### config.mk
export PLATFORM = sky130hd
export DESIGN_NAME = dest_addr_filter
export DESIGN_NICKNAME = d
export VERILOG_FILES = /design/src/rtl/dmf_pkg.sv /design/src/rtl/dmf_byte_gather.sv /design/src/rtl/dmf_cam_store.sv /design/src/rtl/dmf_cam_loader.sv /design/src/rtl/dest_addr_filter.sv
export SDC_FILE = /design/constraint.sdc
export NUM_CORES = 2
export LEC_CHECK = 0
export CORE_ASPECT_RATIO = 0.8
export CORE_MARGIN = 3
export CORE_UTILIZATION = 55
export CTS_BUF_LIST = sky130_fd_sc_hd__clkbuf_4 sky130_fd_sc_hd__clkbuf_8 sky130_fd_sc_hd__clkbuf_16
export DETAILED_ROUTE_END_ITERATION = 12
export DONT_BUFFER_PORTS = 1
export PLACE_DENSITY = 0.82
export SLEW_MARGIN = 10
export SYNTH_ARGS = -nofsm -noshare
export SYNTH_HDL_FRONTEND = slang
export SYNTH_SLANG_ARGS = --single-unit
### constraint.sdc
create_clock -name clk -period 4.4 [get_ports clk]
set_input_delay 0.44 -clock clk [delete_from_list [all_inputs] [get_ports clk]]
set_output_delay 0.44 -clock clk [all_outputs]
set_load 0.1 [all_outputs]
### src/rtl/dmf_pkg.sv
package dmf_pkg;

    parameter int unsigned ADDR_BITS = 48;

    typedef enum logic [1:0] {
        TAG_NONE  = 2'b00,
        TAG_MCAST = 2'b01,
        TAG_BCAST = 2'b10
    } frame_tag_e;

    typedef struct packed {
        logic promisc;
        logic all_mcast;
        logic bcast_ok;
    } filter_mode_t;

    typedef struct packed {
        logic       accept;
        frame_tag_e tag;
    } filter_result_t;

    typedef enum logic [2:0] {
        LD_IDLE,
        LD_INDEX,
        LD_WORD0,
        LD_WORD1,
        LD_WORD2,
        LD_MASK
    } load_state_e;

    // Group bit: bit 0 of the first byte on the wire.
    function automatic logic is_group(input logic [ADDR_BITS-1:0] a);
        return a[ADDR_BITS-8];
    endfunction

    function automatic logic is_all_ones(input logic [ADDR_BITS-1:0] a);
        return &a;
    endfunction

endpackage

### src/rtl/dmf_byte_gather.sv
module dmf_byte_gather #(
    parameter int unsigned NBYTES = 6
) (
    input  logic                  clk,
    input  logic                  rst,
    input  logic                  in_valid,
    input  logic [7:0]            in_byte,
    output logic                  last,
    output logic [NBYTES*8-1:0]   addr
);
    localparam int unsigned CW = $clog2(NBYTES);
    localparam int unsigned HW = (NBYTES - 1) * 8;

    logic [CW-1:0] cnt;
    logic [HW-1:0] held;

    always_ff @(posedge clk) begin
        if (rst) begin
            cnt  <= '0;
            held <= '0;
        end else if (in_valid) begin
            held <= {held[HW-9:0], in_byte};
            if (cnt == CW'(NBYTES - 1)) begin
                cnt <= '0;
            end else begin
                cnt <= cnt + CW'(1);
            end
        end
    end

    assign last = in_valid && (cnt == CW'(NBYTES - 1));
    assign addr = {held, in_byte};

endmodule

### src/rtl/dmf_cam_store.sv
module dmf_cam_store #(
    parameter int unsigned N_ENTRY = 16,
    parameter int unsigned DW      = 16
) (
    input  logic                       clk,
    input  logic                       rst,
    input  logic                       wr_en,
    input  logic [$clog2(N_ENTRY)-1:0] wr_idx,
    input  logic [1:0]                 wr_sel,
    input  logic [DW-1:0]              wr_data,
    input  logic [N_ENTRY-1:0]         en_mask,
    input  logic [3*DW-1:0]            key,
    output logic                       hit,
    input  logic                       dbg_allow,
    input  logic [$clog2(N_ENTRY)-1:0] dbg_idx,
    input  logic [1:0]                 dbg_sel,
    output logic [DW-1:0]              dbg_data
);
    localparam int unsigned IDX_W = $clog2(N_ENTRY);
    localparam int unsigned EW    = 3 * DW;

    logic [EW-1:0]      ent_arr [N_ENTRY];
    logic [N_ENTRY-1:0] match_vec;

    for (genvar g = 0; g < N_ENTRY; g++) begin : g_ent
        logic [EW-1:0] ent;
        always_ff @(posedge clk) begin
            if (rst) begin
                ent <= '0;
            end else if (wr_en && (wr_idx == IDX_W'(g))) begin
                case (wr_sel)
                    2'd0:    ent[EW-1:2*DW]   <= wr_data;
                    2'd1:    ent[2*DW-1:DW]   <= wr_data;
                    2'd2:    ent[DW-1:0]      <= wr_data;
                    default: ;
                endcase
            end
        end
        assign match_vec[g] = en_mask[g] && (ent == key);
        assign ent_arr[g]   = ent;
    end

    assign hit = |match_vec;

    logic [EW-1:0] dbg_ent;
    assign dbg_ent = ent_arr[dbg_idx];

    always_comb begin
        dbg_data = '0;
        if (dbg_allow) begin
            case (dbg_sel)
                2'd0:    dbg_data = dbg_ent[EW-1:2*DW];
                2'd1:    dbg_data = dbg_ent[2*DW-1:DW];
                2'd2:    dbg_data = dbg_ent[DW-1:0];
                default: dbg_data = '0;
            endcase
        end
    end

endmodule

### src/rtl/dmf_cam_loader.sv
module dmf_cam_loader
    import dmf_pkg::*;
#(
    parameter int unsigned AW    = 32,
    parameter int unsigned DW    = 16,
    parameter int unsigned CNT_W = 5,
    parameter int unsigned IDX_W = 4
) (
    input  logic             clk,
    input  logic             rst,
    input  logic             start,
    input  logic [AW-1:0]    base,
    input  logic [CNT_W-1:0] count,
    input  logic             wide,
    output logic             rd_req,
    output logic [AW-1:0]    rd_addr,
    input  logic             rd_valid,
    input  logic [DW-1:0]    rd_data,
    output logic             ent_we,
    output logic [IDX_W-1:0] ent_idx,
    output logic [1:0]       ent_sel,
    output logic [DW-1:0]    ent_data,
    output logic             mask_we,
    output logic             busy,
    output logic             done
);
    localparam int unsigned NARROW_STEP = 4 * (DW / 8);
    localparam int unsigned WIDE_STEP   = 2 * NARROW_STEP;

    load_state_e      st;
    logic [AW-1:0]    ptr;
    logic [CNT_W-1:0] left;
    logic             wide_q;
    logic [IDX_W-1:0] idx_q;
    logic [1:0]       word_no;
    logic             in_entry_word;

    always_comb begin
        case (st)
            LD_WORD0: word_no = 2'd1;
            LD_WORD1: word_no = 2'd2;
            LD_WORD2: word_no = 2'd3;
            default:  word_no = 2'd0;
        endcase
    end

    assign in_entry_word = (st == LD_WORD0) || (st == LD_WORD1) || (st == LD_WORD2);
    assign rd_req   = (st != LD_IDLE);
    assign rd_addr  = ptr + (wide_q ? AW'({word_no, 2'b00}) : AW'({word_no, 1'b0}));
    assign ent_we   = rd_valid && in_entry_word;
    assign ent_sel  = word_no - 2'd1;
    assign ent_idx  = idx_q;
    assign ent_data = rd_data;
    assign mask_we  = rd_valid && (st == LD_MASK);
    assign busy     = rd_req;

    always_ff @(posedge clk) begin
        if (rst) begin
            st     <= LD_IDLE;
            ptr    <= '0;
            left   <= '0;
            wide_q <= 1'b0;
            idx_q  <= '0;
            done   <= 1'b0;
        end else begin
            done <= 1'b0;
            case (st)
                LD_IDLE: begin
                    if (start) begin
                        ptr    <= base;
                        left   <= count;
                        wide_q <= wide;
                        st     <= (count == '0) ? LD_MASK : LD_INDEX;
                    end
                end
                LD_INDEX: begin
                    if (rd_valid) begin
                        idx_q <= rd_data[IDX_W-1:0];
                        st    <= LD_WORD0;
                    end
                end
                LD_WORD0: if (rd_valid) st <= LD_WORD1;
                LD_WORD1: if (rd_valid) st <= LD_WORD2;
                LD_WORD2: begin
                    if (rd_valid) begin
                        left <= left - CNT_W'(1);
                        ptr  <= ptr + (wide_q ? AW'(WIDE_STEP) : AW'(NARROW_STEP));
                        st   <= (left == CNT_W'(1)) ? LD_MASK : LD_INDEX;
                    end
                end
                LD_MASK: begin
                    if (rd_valid) begin
                        st   <= LD_IDLE;
                        done <= 1'b1;
                    end
                end
                default: st <= LD_IDLE;
            endcase
        end
    end

endmodule

### src/rtl/dest_addr_filter.sv
module dest_addr_filter
    import dmf_pkg::*;
#(
    parameter int unsigned AW           = 32,
    parameter int unsigned DW           = 16,
    parameter int unsigned N_ENTRY      = 16,
    parameter int unsigned CNT_W        = 5,
    parameter int unsigned COUNT_PORT_W = 16
) (
    input  logic                       clk,
    input  logic                       rst,
    input  logic                       cfg_promisc,
    input  logic                       cfg_all_mcast,
    input  logic                       cfg_bcast_ok,
    input  logic                       byte_valid,
    input  logic [7:0]                 byte_data,
    output logic                       dec_valid,
    output logic                       dec_accept,
    output logic [1:0]                 dec_tag,
    input  logic                       load_start,
    input  logic [AW-1:0]              load_base,
    input  logic [COUNT_PORT_W-1:0]    load_count,
    input  logic                       load_wide,
    output logic                       mem_rd_req,
    output logic [AW-1:0]              mem_rd_addr,
    input  logic                       mem_rd_valid,
    input  logic [DW-1:0]              mem_rd_data,
    output logic                       load_busy,
    output logic                       load_done,
    output logic [N_ENTRY-1:0]         cam_enable,
    input  logic                       dev_in_reset,
    input  logic [$clog2(N_ENTRY)-1:0] dbg_entry,
    input  logic [1:0]                 dbg_word,
    output logic [DW-1:0]              dbg_data
);
    localparam int unsigned IDX_W  = $clog2(N_ENTRY);
    localparam int unsigned NBYTES = ADDR_BITS / 8;

    filter_mode_t           mode;
    filter_result_t         res_d, res_q;
    logic                   addr_last;
    logic [ADDR_BITS-1:0]   addr_now;
    logic                   cam_hit;
    logic                   ent_we, mask_we;
    logic [IDX_W-1:0]       ent_idx;
    logic [1:0]             ent_sel;
    logic [DW-1:0]          ent_data;
    logic                   unused_count_hi;

    assign unused_count_hi = ^load_count[COUNT_PORT_W-1:CNT_W];
    assign mode = '{promisc: cfg_promisc, all_mcast: cfg_all_mcast, bcast_ok: cfg_bcast_ok};

    dmf_byte_gather #(.NBYTES(NBYTES)) u_gather (
        .clk      (clk),
        .rst      (rst),
        .in_valid (byte_valid),
        .in_byte  (byte_data),
        .last     (addr_last),
        .addr     (addr_now)
    );

    dmf_cam_store #(.N_ENTRY(N_ENTRY), .DW(DW)) u_store (
        .clk       (clk),
        .rst       (rst),
        .wr_en     (ent_we),
        .wr_idx    (ent_idx),
        .wr_sel    (ent_sel),
        .wr_data   (ent_data),
        .en_mask   (cam_enable),
        .key       (addr_now),
        .hit       (cam_hit),
        .dbg_allow (dev_in_reset),
        .dbg_idx   (dbg_entry),
        .dbg_sel   (dbg_word),
        .dbg_data  (dbg_data)
    );

    dmf_cam_loader #(.AW(AW), .DW(DW), .CNT_W(CNT_W), .IDX_W(IDX_W)) u_loader (
        .clk      (clk),
        .rst      (rst),
        .start    (load_start),
        .base     (load_base),
        .count    (load_count[CNT_W-1:0]),
        .wide     (load_wide),
        .rd_req   (mem_rd_req),
        .rd_addr  (mem_rd_addr),
        .rd_valid (mem_rd_valid),
        .rd_data  (mem_rd_data),
        .ent_we   (ent_we),
        .ent_idx  (ent_idx),
        .ent_sel  (ent_sel),
        .ent_data (ent_data),
        .mask_we  (mask_we),
        .busy     (load_busy),
        .done     (load_done)
    );

    always_ff @(posedge clk) begin
        if (rst) begin
            cam_enable <= '0;
        end else if (mask_we) begin
            cam_enable <= mem_rd_data[N_ENTRY-1:0];
        end
    end

    // Fixed priority: individual-promiscuous, all-group, all-ones, table.
    always_comb begin
        res_d = '{accept: 1'b0, tag: TAG_NONE};
        if (mode.promisc && !is_group(addr_now)) begin
            res_d.accept = 1'b1;
        end else if (mode.all_mcast && is_group(addr_now)) begin
            res_d = '{accept: 1'b1, tag: TAG_MCAST};
        end else if (mode.bcast_ok && is_all_ones(addr_now)) begin
            res_d = '{accept: 1'b1, tag: TAG_BCAST};
        end else if (cam_hit) begin
            res_d.accept = 1'b1;
        end
    end

    always_ff @(posedge clk) begin
        if (rst) begin
            dec_valid <= 1'b0;
            res_q     <= '{accept: 1'b0, tag: TAG_NONE};
        end else begin
            dec_valid <= addr_last;
            if (addr_last) begin
                res_q <= res_d;
            end
        end
    end

    assign dec_accept = res_q.accept;
    assign dec_tag    = res_q.tag;

endmodule

== After elaboration in Yosys (flattened, before gate mapping) ==
Cells that the tools add are included.
Storage, ports and cells
  bits in registers: 877
  logic and storage cells: 250
  input port bits: 88
Cells by class
  equality and inequality tests: 48
  multiplexer cells: 31
  add/subtract/negate cells: 5
  bitwise gates (word level): 2
  magnitude comparators: 1
  reduce and logical (&&, ||, !) cells: 103
Operators by type and width (number)
  $eq A48 B48 Y1: 16
  $bmux W48 S4: 1
  $reduce_and A2 Y1: 50
  $mux W48: 2
  $add A32 B32 Y32: 2
  $mux W32: 2
  $pmux W32 S2: 1
  $pmux W16 S3: 1
  $reduce_and A48 Y1: 1
  $logic_and A1 B1 Y1: 38
  $eq A4 B4 Y1 const B: 8
  $mux W3: 10
  $pmux W3 S6: 1
  $eq A4 B3 Y1 const B: 4
  $mux W16: 1
  $reduce_or A16 Y1: 1
  $mux W5: 3
  $ne A2 B2 Y1 const B: 6
  $pmux W5 S2: 1
  $eq A3 B3 Y1 const B: 3
  $eq A4 B2 Y1 const B: 2
  $eq A3 B2 Y1 const B: 2
  $pmux W2 S3: 1
  $reduce_and A6 Y1: 1
  24 further kinds: 32

== Logic depth before layout (Yosys ltp) ==
  depth after elaboration: 7
  mapped depth: 15
  gate-level depth less buffers: 12

== Hierarchy ==
A second synthesis with hierarchy kept.
Second synthesis, totals
  cells, all modules: 5736
  area, all modules: 47558.1 um2
Modules (own cells, without submodules)
  dmf_cam_store: area each 41561.1 um2, sequential area each 15374.7 um2, cells an instance 5034, instances 1
  dmf_cam_loader: area each 3529.6 um2, sequential area each 920.9 um2, cells an instance 466, instances 1
  dmf_byte_gather: area each 1652.8 um2, sequential area each 860.8 um2, cells an instance 150, instances 1
  dest_addr_filter: area each 814.5 um2, sequential area each 400.4 um2, cells an instance 86, instances 1

== Least setup slack after synthesis ==
Ideal clock, no wire load.
  path kind: register to output
  start: register u_loader.st[0]
  end: output port mem_rd_addr[27]
  slack: -0.609 ns
  cell stages (with the launch flop): 16
  required time: 3.960 ns
  data arrival time: 4.569 ns
  cells stage by stage: dfxtp_1 buf_2 nor2_1 nand2_2 clkbuf_1 clkbuf_1 a21oi_1 ha_1 fa_1 a21o_1 nand4_1 nor2_1 nand3_1 nor3_1 nand2_1 xnor2_1
On the way
  cells in the longest elaborated chain, start to end: 4
Ends and longest elaborated chain
  start: declaration: line dmf_cam_loader.sv:30  | load_state_e st;
  start signal: assignment: line dmf_cam_loader.sv:73  | st <= (count == '0) ? LD_MASK : LD_INDEX;
  start signal: assignment: line dmf_cam_loader.sv:88  | st <= (left == CNT_W'(1)) ? LD_MASK : LD_INDEX;
  $eq A3 B3 Y1 / $eq A3 B2 Y1 (equally long branches): line dmf_cam_loader.sv:39  | case (st)
  $pmux W2 S3 *: line dmf_cam_loader.sv:39
  $mux W4 *: line dmf_cam_loader.sv:49  | assign rd_addr = ptr + (wide_q ? AW'({word_no, 2'b00}) : AW'({word_no, 1'b0}));
  $add A32 B32 Y32 *: line dmf_cam_loader.sv:49
  end: declaration: line dest_addr_filter.sv:25  | output logic [AW-1:0] mem_rd_addr,
Mark *: on every way between the ends. The rest lies on a longest branch, timed or not.

== Worst setup path after layout ==
  start: register u_loader.st[0]
  end: register u_store.g_ent[4].ent[18]
On the way
  cells in the longest elaborated chain, start to end: 6
Ends and longest elaborated chain
  parallel branches: the longest is 5 deep, another holds $sub A2 B1 Y2
  $reduce_and A2 Y1 (no source line) *
  end signal: indexed assignment: line dmf_cam_store.sv:32  | 2'd0: ent[EW-1:2*DW] <= wr_data;
  end signal: indexed assignment: line dmf_cam_store.sv:33  | 2'd1: ent[2*DW-1:DW] <= wr_data;
  end signal: indexed assignment: line dmf_cam_store.sv:34  | 2'd2: ent[DW-1:0] <= wr_data;
  end: declaration: line dmf_cam_store.sv:26  | logic [EW-1:0] ent;
Mark *: on every way between the ends.
A chain may end at the register's enable or synchronous reset.

==> impl_metrics.csv <==
group,metric,value,unit
placed_design,gp_routability_congestion,1.05,
global_routing,grt_antenna_before_repair,55,
setup_path,critical_path_arrival,4.87,ns
placed_design,placed_cells_incl_taps,6139,
min_path,timing.hold.worst.class,"input port to register",
cts,cts.htree.levels,3,
setup_path,critical_path_required,4.97,ns
global_routing,grt_overflow,0,
yosys,synth_enable_flop_cells,0,
floorplan,die_y,270,µm
yosys,synth_area,48000,µm²
timing,fin_skew,0.0205,ns
global_routing,grt_pass1_wl,333000,µm
layout,design.final.nets,5649,
yosys,yosys_register_bits,877,
cts,root_buffer,"clkbuf_16",
timing,final.min_clock_period,4.30,ns
layout,stdcell_area,57400,µm²
global_routing,grt_max_degree,406,
floorplan,floorplan.die.width,336,µm
power_and_ir_drop,p_leak,21.4,nW
timing,timing.slew.headroom,0.102,
detailed_routing,detail_route.vias_per_cell,6.92,
yosys,post_synthesis_cell_type_with_the_largest_combined_area,"dfxtp_1",
detailed_routing,totalWireLength,241000,µm
detailed_routing,num_vias,46951,
power_and_ir_drop,power.density,329,nW/µm²
cts,cts_buffers,93,
timing,setup_viol,0,
cts,clk_pin_slew,0.06,ns
detailed_routing,number_of_routed_nets_with_antenna_violations,0,
floorplan,placement_rows,96,
timing,clock.fmax,0.233,GHz
detailed_routing,dr.pass1.iters,7,
placed_design,postPlaceCellArea,49300,µm²
setup_path,worstSetupStartpointType,"register",
floorplan,core_area,86100,µm²
yosys,synth-seq-area-share,0.366,
yosys,synth.most_common_cell,"dfxtp_1",
yosys,syn_nets,5395,
layout,final-instance-count-excl-fill,6786,
placed_design,portBuffers,0,
yosys,synth_top_cells_by_area,"dfxtp_1 (37%), mux4_2 (11%), mux2i_1 (9.3%)",
timing,timing.final.max_slew_violations,0,
detailed_routing,dr_drc_count,0,
setup_path,timing.setup.critical_path_class,"register to register",
yosys,leading_register_cell_type_out_of_synthesis,"dfxtp_1",
flow_run,number_of_max_capacitance_violations_reported,0,
detailed_routing,post_drt_wl_per_cell,35.6,µm
yosys,synthCells,5298,
layout,area.growth.synth_to_final,19.7,%
global_routing,first_global_vias,42357,
timing,min_period_over_period,0.976,
layout,layout.core_utilization,0.667,
yosys,synthesis.area_per_instance,9.06,µm²
yosys,synthArstFlopShare,0,
timing,worst_pin_slew,1.35,ns
global_routing,gr-usage-all-layers,0.518,
run_status,run_status,"finished, final reports clean",
floorplan,die_outline_area,90800,µm²
setup_path,crit_path_end_kind,"register",
floorplan,initial_utilization,0.557,
cts,insertion_delay_to_the_later_sink_of_the_worst_skew_pair,0.70,ns
setup_path,crit_fanout,19,
yosys,synth.yosys.warnings,0,
yosys,ys_top_cells_by_count,"dfxtp_1 (877), nand2_1 (789), nor2_1 (514)",
detailed_routing,initialDrtViolationCount,9122,
yosys,netlist-cell-type-count,68,
floorplan,ioPinCount,159,
cts,clk_sinks,877,
power_and_ir_drop,vdd_drop_max,0.000330,V
cts,tritoncts,"done",
layout,layout-drive-gt1-share,0.124,
timing,timing_hold_violations_final,0,
cts,clockBufferDepth,3,
yosys,synth_top_area_frac,0.366,
placed_design,hpwl,158000,µm
==> repair_timing <==
| action | CTS | global route |
|---|---|---|
| buffers inserted | 1 | 1 |
| setup endpoints to repair | 8 | 11 |
| pin swaps | 0 | 2 |
| hold buffers | 443 | 0 |
| gates resized for setup | 10 | 4 |
| hold endpoints to repair | 870 | 0 |
==> power by group <==
group	leakage [nW]	internal, mW	switching (mW)
sequential	7.07	8.02	0.196
combinational	12.7	0.786	1.49
clock	1.62	4.81	3.62
==> per-stage QoR <==
stage	hold WS [ns]	power (mW)	setup TNS, ns	setup slack [ns]
after floorplan	0.445	9.83	-0.605	-0.353
after global placement	0.457	10.1	0	0.221
after detailed placement	0.461	10.1	0	0.259
after CTS	0.00340	18.8	0	0.0477
after global routing	0.0453	19.2	-0.00668	-0.00668
final	0.0424	18.9	0	0.105
==> metal layers <==
metal | share of wire | vias up | track usage
li1 | - | 18768 | -
met1 | 0.36 | 22758 | 0.670
met2 | 0.38 | 4407 | 0.681
met3 | 0.18 | 976 | 0.263
met4 | 0.077 | 42 | 0.305
met5 | 0.0016 | - | 0.0293
==> sequential cells by signal, indices dropped and copies added, names as in the netlist <==
name / count
u_gather.held: 40
u_gather.cnt: 3
u_loader.st: 3
dec_accept: 1
u_loader.wide_q: 1
cam_enable: 16
u_loader.ptr: 32
u_store.g_ent.ent: 768
u_loader.left: 5
dec_valid: 1
u_loader.ent_idx: 4
dec_tag: 2
u_loader.done: 1
==> worst paths after layout <==
| kind | from | to | depth (start not counted) | slack, ns |
|---|---|---|---|---|
| max | u_loader.st[0] | u_store.g_ent[4].ent[18] | 10 | 0.10 |
| min | byte_valid | u_gather.held[14] | 2 | 0.04 |
| max reg2reg | u_loader.st[0] | u_store.g_ent[4].ent[18] | 10 | 0.10 |
| min reg2reg | u_store.g_ent[4].ent[1] | u_store.g_ent[4].ent[1] | 2 | 0.48 |
==> logic make-up (layout without fill, tap and decap cells) <==
logic type | count (synthesis) | in the layout | synth area share
xor gates and xnor gates | 735 | 735 | 0.134
and+or+nand+nor | 1808 | 1808 | 0.167
muxes | 688 | 688 | 0.206
buffers and inverters | 546 | 876 | 0.0503
AOI/OAI and AO/OA | 635 | 635 | 0.0741
other | 0 | 31 | 0
DFF | 877 | 877 | 0.366
adders and majority gates | 9 | 9 | 0.00266
==> layout by cell type (no fill, tap or decap), types with 72 or more instances in the layout <==
cell             n
nor2_1         513
dfxtp_1        876
mux4_2         240
xor2_1         300
dlygate4sd3_1  424
buf_4          160
clkbuf_16       93
a21oi_1        446
nand2_1        789
nand4_1        145
mux2i_1        448
nand3_1        106
nor4_1         103
inv_1           72
xnor2_1        406
==> area by class of cell <==
| class | instances | area [µm²] |
|---|---|---|
| antenna | 31 | 77.6 |
| timing repair buffer | 633 | 6570 |
| multi-input combinational | 3875 | 28300 |
| tap | 1127 | 1410 |
| sequential | 877 | 17600 |
| inverter | 72 | 270 |
| fill | 6985 | 28700 |
| clock inverter | 42 | 480 |
| clock buffer | 129 | 2750 |
==> worst max-delay path, cell delays in order (launching register included) <==
cell and delay [ns]:
dfxtp_1 0.38, buf_4 0.21, nor3b_4 0.35, o21ai_2 0.17, nor3_2 0.12, buf_4 0.27, and2_1 0.85, nand2_1 0.84
nand2_1 0.29, a21oi_1 0.10, dlygate4sd3_1 0.58
Note: power is estimated with default switching activity, not from simulation.
